`src/rtl/csc_pkg.sv`:
```
package csc_pkg;

    localparam int DATA_W = 10;
    localparam int CALC_W = DATA_W + 3;

    typedef enum logic [1:0] {
        CSC_PASS     = 2'd0,
        CSC_TO_YCC   = 2'd1,
        CSC_TO_RGB   = 2'd2,
        CSC_PASS_ALT = 2'd3
    } csc_mode_e;

    typedef struct packed {
        logic                     valid;
        csc_mode_e                mode;
        logic signed [CALC_W-1:0] c0;
        logic signed [CALC_W-1:0] c1;
        logic signed [CALC_W-1:0] c2;
    } csc_beat_t;

    typedef struct packed {
        logic                     valid;
        logic signed [CALC_W-1:0] c0;
        logic signed [CALC_W-1:0] c1;
        logic signed [CALC_W-1:0] c2;
    } csc_res_t;

    localparam real CSC_KR     = 0.2126;
    localparam real CSC_KB     = 0.0722;
    localparam real CSC_KG     = 1.0 - CSC_KR - CSC_KB;
    localparam real CSC_NARROW = 224.0 / 219.0;

    // positive real coefficient to fixed point with frac fractional bits
    function automatic int csc_fx(real v, int frac);
        return $rtoi(v * $itor(1 << frac) + 0.5);
    endfunction

    // add half an LSB, then drop the fraction
    function automatic logic signed [CALC_W-1:0] csc_round(longint acc, int frac);
        longint t;
        t = (acc + (longint'(1) <<< (frac - 1))) >>> frac;
        return t[CALC_W-1:0];
    endfunction

    function automatic logic signed [CALC_W-1:0] csc_widen(logic [DATA_W-1:0] v);
        return signed'({{(CALC_W-DATA_W){1'b0}}, v});
    endfunction

endpackage

```
`src/rtl/csc_stage_matrix.sv`:
```
module csc_stage_matrix
    import csc_pkg::*;
#(
    parameter int FRAC_W = 16
) (
    input  logic              clk,
    input  logic              rst_n,
    input  logic              in_valid,
    input  logic [1:0]        in_mode,
    input  logic [DATA_W-1:0] in_c0,
    input  logic [DATA_W-1:0] in_c1,
    input  logic [DATA_W-1:0] in_c2,
    output csc_beat_t         beat_o
);

    localparam longint K_YR   = longint'(csc_fx(CSC_KR, FRAC_W));
    localparam longint K_YG   = longint'(csc_fx(CSC_KG, FRAC_W));
    localparam longint K_YB   = longint'(csc_fx(CSC_KB, FRAC_W));
    localparam real    INV_R  = 2.0 * (1.0 - CSC_KR) / CSC_NARROW;
    localparam real    INV_B  = 2.0 * (1.0 - CSC_KB) / CSC_NARROW;
    localparam longint K_RCR  = longint'(csc_fx(INV_R, FRAC_W));
    localparam longint K_BCB  = longint'(csc_fx(INV_B, FRAC_W));
    localparam longint K_GCB  = longint'(csc_fx(INV_B * CSC_KB / CSC_KG, FRAC_W));
    localparam longint K_GCR  = longint'(csc_fx(INV_R * CSC_KR / CSC_KG, FRAC_W));
    localparam longint MID    = longint'(1) <<< (DATA_W - 1);

    csc_beat_t beat_d, beat_q;

    always_comb begin
        longint y_fx;
        longint b_off;
        longint r_off;
        y_fx         = longint'(in_c0) <<< FRAC_W;
        b_off        = longint'(in_c1) - MID;
        r_off        = longint'(in_c2) - MID;
        beat_d.valid = in_valid;
        beat_d.mode  = csc_mode_e'(in_mode);
        beat_d.c0    = csc_widen(in_c0);
        beat_d.c1    = csc_widen(in_c1);
        beat_d.c2    = csc_widen(in_c2);
        case (beat_d.mode)
            CSC_TO_YCC: begin
                beat_d.c0 = csc_round(K_YR * longint'(in_c0) + K_YG * longint'(in_c1)
                                      + K_YB * longint'(in_c2), FRAC_W);
                beat_d.c1 = csc_widen(in_c2);
                beat_d.c2 = csc_widen(in_c0);
            end
            CSC_TO_RGB: begin
                beat_d.c0 = csc_round(y_fx + K_RCR * r_off, FRAC_W);
                beat_d.c1 = csc_round(y_fx - K_GCB * b_off - K_GCR * r_off, FRAC_W);
                beat_d.c2 = csc_round(y_fx + K_BCB * b_off, FRAC_W);
            end
            default: ;
        endcase
    end

    always_ff @(posedge clk) begin
        if (!rst_n) beat_q <= '0;
        else        beat_q <= beat_d;
    end

    assign beat_o = beat_q;

endmodule

```
`src/rtl/csc_stage_chroma.sv`:
```
module csc_stage_chroma
    import csc_pkg::*;
#(
    parameter int FRAC_W = 16
) (
    input  logic      clk,
    input  logic      rst_n,
    input  csc_beat_t beat_i,
    output csc_res_t  res_o
);

    localparam longint K_CB  = longint'(csc_fx(CSC_NARROW / (2.0 * (1.0 - CSC_KB)), FRAC_W));
    localparam longint K_CR  = longint'(csc_fx(CSC_NARROW / (2.0 * (1.0 - CSC_KR)), FRAC_W));
    localparam longint MID_F = (longint'(1) <<< (DATA_W - 1)) <<< FRAC_W;

    csc_res_t res_d, res_q;

    always_comb begin
        longint luma;
        luma        = longint'(beat_i.c0);
        res_d.valid = beat_i.valid;
        res_d.c0    = beat_i.c0;
        res_d.c1    = beat_i.c1;
        res_d.c2    = beat_i.c2;
        if (beat_i.mode == CSC_TO_YCC) begin
            // c1 carries blue, c2 carries red, c0 the already rounded luma
            res_d.c1 = csc_round(K_CB * (longint'(beat_i.c1) - luma) + MID_F, FRAC_W);
            res_d.c2 = csc_round(K_CR * (longint'(beat_i.c2) - luma) + MID_F, FRAC_W);
        end
    end

    always_ff @(posedge clk) begin
        if (!rst_n) res_q <= '0;
        else        res_q <= res_d;
    end

    assign res_o = res_q;

endmodule

```
`src/rtl/csc_stage_clip.sv`:
```
module csc_stage_clip
    import csc_pkg::*;
(
    input  logic              clk,
    input  logic              rst_n,
    input  csc_res_t          res_i,
    output logic              out_valid,
    output logic [DATA_W-1:0] out_c0,
    output logic [DATA_W-1:0] out_c1,
    output logic [DATA_W-1:0] out_c2
);

    localparam logic signed [CALC_W-1:0] TOP_CODE = CALC_W'((1 << DATA_W) - 1);

    typedef struct packed {
        logic              valid;
        logic [DATA_W-1:0] c0;
        logic [DATA_W-1:0] c1;
        logic [DATA_W-1:0] c2;
    } clip_t;

    function automatic logic [DATA_W-1:0] clamp(logic signed [CALC_W-1:0] v);
        logic signed [CALC_W-1:0] t;
        if (v < 0)             t = '0;
        else if (v > TOP_CODE) t = TOP_CODE;
        else                   t = v;
        return t[DATA_W-1:0];
    endfunction

    clip_t clip_d, clip_q;

    always_comb begin
        clip_d.valid = res_i.valid;
        clip_d.c0    = clamp(res_i.c0);
        clip_d.c1    = clamp(res_i.c1);
        clip_d.c2    = clamp(res_i.c2);
    end

    always_ff @(posedge clk) begin
        if (!rst_n) clip_q <= '0;
        else        clip_q <= clip_d;
    end

    assign out_valid = clip_q.valid;
    assign out_c0    = clip_q.c0;
    assign out_c1    = clip_q.c1;
    assign out_c2    = clip_q.c2;

endmodule

```
`src/rtl/csc_bt709.sv`:
```
module csc_bt709
    import csc_pkg::*;
#(
    parameter int FRAC_W = 16
) (
    input  logic              clk,
    input  logic              rst_n,
    input  logic              in_valid,
    input  logic [1:0]        in_mode,
    input  logic [DATA_W-1:0] in_c0,
    input  logic [DATA_W-1:0] in_c1,
    input  logic [DATA_W-1:0] in_c2,
    output logic              out_valid,
    output logic [DATA_W-1:0] out_c0,
    output logic [DATA_W-1:0] out_c1,
    output logic [DATA_W-1:0] out_c2
);

    csc_beat_t s1_beat;
    csc_res_t  s2_res;

    csc_stage_matrix #(.FRAC_W(FRAC_W)) u_matrix (
        .clk      (clk),
        .rst_n    (rst_n),
        .in_valid (in_valid),
        .in_mode  (in_mode),
        .in_c0    (in_c0),
        .in_c1    (in_c1),
        .in_c2    (in_c2),
        .beat_o   (s1_beat)
    );

    csc_stage_chroma #(.FRAC_W(FRAC_W)) u_chroma (
        .clk    (clk),
        .rst_n  (rst_n),
        .beat_i (s1_beat),
        .res_o  (s2_res)
    );

    csc_stage_clip u_clip (
        .clk       (clk),
        .rst_n     (rst_n),
        .res_i     (s2_res),
        .out_valid (out_valid),
        .out_c0    (out_c0),
        .out_c1    (out_c1),
        .out_c2    (out_c2)
    );

endmodule

```
`config.mk`:
```
export PLATFORM = sky130hd
export DESIGN_NAME = csc_bt709
export DESIGN_NICKNAME = d
export VERILOG_FILES = /design/src/rtl/csc_pkg.sv /design/src/rtl/csc_stage_matrix.sv /design/src/rtl/csc_stage_chroma.sv /design/src/rtl/csc_stage_clip.sv /design/src/rtl/csc_bt709.sv
export SDC_FILE = /design/constraint.sdc
export NUM_CORES = 2
export LEC_CHECK = 0
export BUFFER_PORTS_ARGS = -buffer_cell sky130_fd_sc_hd__buf_4
export CORE_ASPECT_RATIO = 1.5
export CORE_MARGIN = 2
export CORE_UTILIZATION = 35
export CTS_CLUSTER_DIAMETER = 200
export CTS_CLUSTER_SIZE = 24
export DETAILED_ROUTE_END_ITERATION = 10
export GPL_TIMING_DRIVEN = 1
export PLACE_DENSITY = 0.59
export SYNTH_ARGS = -nofsm -noshare
export SYNTH_HDL_FRONTEND = slang
export SYNTH_SLANG_ARGS = --single-unit
```
`constraint.sdc`:
```
create_clock -name clk -period 8.8 [get_ports clk]
set_clock_uncertainty 0.2 [all_clocks]
set_input_delay 1.76 -clock clk [delete_from_list [all_inputs] [get_ports clk]]
set_output_delay 1.76 -clock clk [all_outputs]
set_load 0.01 [all_outputs]
```
==> reports/qor_table.md <==
| Metric | This run |
|:---|:---|
| Run status | finished, final reports clean |
| Crit path max-delay cell type | sky130_fd_sc_hd__fa_1 |
| Proportion of netlist area held by the largest area contributor | 0.335 |
| Filler cells | 8913 |
| Buffers on Ports | 65 |
| Area growth from synthesis to layout | 22.7% |
| Maximum fanout along the worst path | 9 |
| Post-placement setup slack | -0.564 ns |
| Gate count of the mapped netlist | 3534 |
| First-pass detailed-route iteration total | 5 |
| Number of vias per cell after detailed routing | 4.98 |
| Clock root cell | sky130_fd_sc_hd__clkbuf_16 |
| Clock buffer count from CTS | 17 |
| Initial antenna violation count | 2 |
| Worst endpoint required time | 8.92 ns |
| Number of cell rows | 136 |
| Max-slew headroom at the worst pin | 0.419 |
| Clk slew on worst S/H paths | 0.06 ns |
| Min-Delay Path Class | flip-flop to flip-flop |
| CP Launch Point | in_c1[3] |
| Routability congestion estimate from global placement | 0.953 |
| Routed length per instance | 18.0 µm |
| M1 WL | 34500 µm |
| Detailed route wirelength on metal2 | 52800 µm |
| Main flop type after synthesis | sky130_fd_sc_hd__dfxtp_1 |
| Post-synthesis cell type count | 82 |
| Max-slew violation total from the final report | 0 |
| 1st-iter DRT viols | 850 |
| R2R Path Start | u_matrix.beat_o[0]$_SDFF_PN0_ |
| Clk Latency, worst-skew pair | 0.45 ns |
| Cell with the most instances after synthesis | sky130_fd_sc_hd__ha_1 |
| Final setup fails | 0 |
| CTS max path bufs | 2 |
| Final count of hold timing violations | 0 |
| Global-route usage over all layers | 0.203 |
| Via total after detailed routing | 26297 |
| Wirelength, routed | 94900 µm |
| Crit end category | flip-flop |
| Actual slew at the worst max-slew pin | 0.862 ns |
| Number of maximum-capacitance constraint violations | 0 |
| Die H | 377 µm |
| Library cell occupying the most area in the post-synthesis netlist | sky130_fd_sc_hd__ha_1 |
| CTS tree | yes |
| Net count of the mapped netlist | 4818 |
| Initial core utilization | 0.354 |
| Core Footprint | 91700 µm² |
| Cells taking the most area after synthesis | sky130_fd_sc_hd__ha_1, sky130_fd_sc_hd__fa_1, sky130_fd_sc_hd__inv_1 |
| Global-route wire length before repair | 149000 µm |
| Share of cells above drive strength 1 | 0.201 |
| Number of global-route vias before repair | 28118 |
| Most numerous cell types in the synthesized netlist | sky130_fd_sc_hd__ha_1, sky130_fd_sc_hd__inv_1, sky130_fd_sc_hd__fa_1 |
| Startpoint type of the worst setup path | input pin |
| Uppermost signal routing layer after detailed routing | met5 |
| Antenna Nets Post-Route | 0 |
| Total clock sinks | 113 |
| I/O pin count | 66 |
| Period utilization | 0.981 |
| Share of flip-flops with an asynchronous set or reset after synthesis | 0 |
| Least setup slack across all paths after layout | 0.170 ns |
| Routed met3 length | 1910 µm |
| Overall die area | 95300 µm² |
| Number of buffer and inverter instances along the worst setup path | 6 |
| Min cycle time layout | 8.63 ns |
| Residual overflow from global routing | 0 |
| Floorplan die width | 253 µm |
| Signal arrival time at the worst endpoint | 8.75 ns |
| Post-synthesis sequential element count | 113 |
| HPWL Detailed | 84200 µm |
| DRC violations left | 0 |
| Pin count of the biggest net entering global routing | 61 |
| Worst hold start | u_chroma.res_o[39]$_SDFF_PN0_ |
| Aggregate negative setup slack | 0 ns |
| Achievable Freq | 116 MHz |
| Number of synthesized flops with an enable pin | 0 |
| Summed instance area of the synthesized netlist | 32500 µm² |
| Level count of the clock H-tree | 4 |
| Synthesized area per cell | 9.19 µm² |
| Proportion of synthesized chip area in sequential cells | 0.0697 |
| Post-layout nets | 5382 |
| Category of the critical setup timing path | input pin to flip-flop |
| Cell family with the largest share of critical-path delay | adder cells |
| Synth Warn # | 0 |
| CP max stage delay | 0.61 ns |
==> cell families (layout without fill, tap and decap cells) <==
family                   count (synthesis)  after routing  share of synthesized area
adder cells (fa/ha/maj)               1253           1253                      0.571
buffers and inverters                  816           1393                     0.0956
AO/OA/AOI/OAI                          596            596                      0.123
AND/OR/NAND/NOR                        527            527                     0.0790
XOR/XNOR                               226            226                     0.0610
flip-flops                             113            113                     0.0697
multiplexers                             3              3                   0.000963
other                                    0              1                          0
==> path summary, 6_finish.rpt <==
check	end	slack, ns	cells after the start
hold / removal	u_clip.out_valid$_SDFF_PN0_	0.24	1
setup reg to reg	u_chroma.res_o[11]$_SDFF_PN0_	0.40	39
setup / recovery	u_matrix.beat_o[25]$_SDFF_PN0_	0.17	33
hold reg to reg	u_clip.out_valid$_SDFF_PN0_	0.24	1
==> timing repair <==
| action | 4_1_cts | 5_1_grt |
|---|---|---|
| setup endpoints to repair | 10 | 33 |
| resized for setup | 21 | 205 |
| hold buffers | 0 | 0 |
| setup buffers | 0 | 20 |
| pin swaps | 5 | 134 |
==> cells in the final DEF (no fill, tap or decap), types with 14 or more instances in the layout <==
cell	netlist	routed
sky130_fd_sc_hd__a211oi_1	57	51
sky130_fd_sc_hd__a21o_1	51	51
sky130_fd_sc_hd__a21oi_1	142	111
sky130_fd_sc_hd__a21oi_2	1	32
sky130_fd_sc_hd__a221oi_1	32	29
sky130_fd_sc_hd__buf_4	0	577
sky130_fd_sc_hd__clkbuf_16	0	17
sky130_fd_sc_hd__dfxtp_1	113	111
sky130_fd_sc_hd__fa_1	381	372
sky130_fd_sc_hd__ha_1	868	837
sky130_fd_sc_hd__ha_4	0	25
sky130_fd_sc_hd__inv_1	779	769
sky130_fd_sc_hd__nand2_1	121	121
sky130_fd_sc_hd__nand2b_1	20	20
sky130_fd_sc_hd__nand3_1	54	51
sky130_fd_sc_hd__nor2_1	147	142
sky130_fd_sc_hd__nor2b_1	41	36
sky130_fd_sc_hd__nor3_1	42	37
sky130_fd_sc_hd__o21a_1	52	52
sky130_fd_sc_hd__o21ai_0	108	73
sky130_fd_sc_hd__o21ai_1	2	24
sky130_fd_sc_hd__o21bai_1	20	18
sky130_fd_sc_hd__or2_2	20	20
sky130_fd_sc_hd__or3_1	15	14
sky130_fd_sc_hd__xnor2_1	142	130
sky130_fd_sc_hd__xor2_1	84	83
==> flip-flops by register name (all words and copies together), names as in the netlist <==
signal            count
u_clip.out_c2        10
u_clip.out_c0        10
u_clip.out_valid      1
u_chroma.res_o       40
u_matrix.beat_o      42
u_clip.out_c1        10
==> layout make-up <==
class | count | area (µm²) | share of cell area
well taps | 1173 | 1470 | 0.0368
multi-input cells | 2605 | 28200 | 0.707
clock buffers | 19 | 453 | 0.0114
clock inverters | 13 | 174 | 0.00436
repair buffers | 581 | 4390 | 0.110
flip-flops and latches | 113 | 2260 | 0.0568
diodes | 1 | 2.50 | 0.0000628
inverters | 780 | 2940 | 0.0737
==> stage by stage <==
stage	cells	area, µm²	hold WS, ns	util
finish	5285	39800	0.236	0.434
CTS	5264	38800	0.245	0.423
global placement	5232	38100	0.216	0.415
detailed placement	5232	38100	0.225	0.415
floorplan	3534	32500	0.212	-
global route	5285	39800	0.254	0.434
==> routing by layer <==
| metal | track usage | vias up |
|---|---|---|
| li1 | - | 12898 |
| met1 | 0.205 | 12840 |
| met2 | 0.407 | 366 |
| met3 | 0.0141 | 191 |
| met4 | 0.104 | 2 |
| met5 | 0 | - |
Power is left out: the tool's default activity adds up to more than one toggle a clock period on the data nets, which glitch-free logic cannot reach.
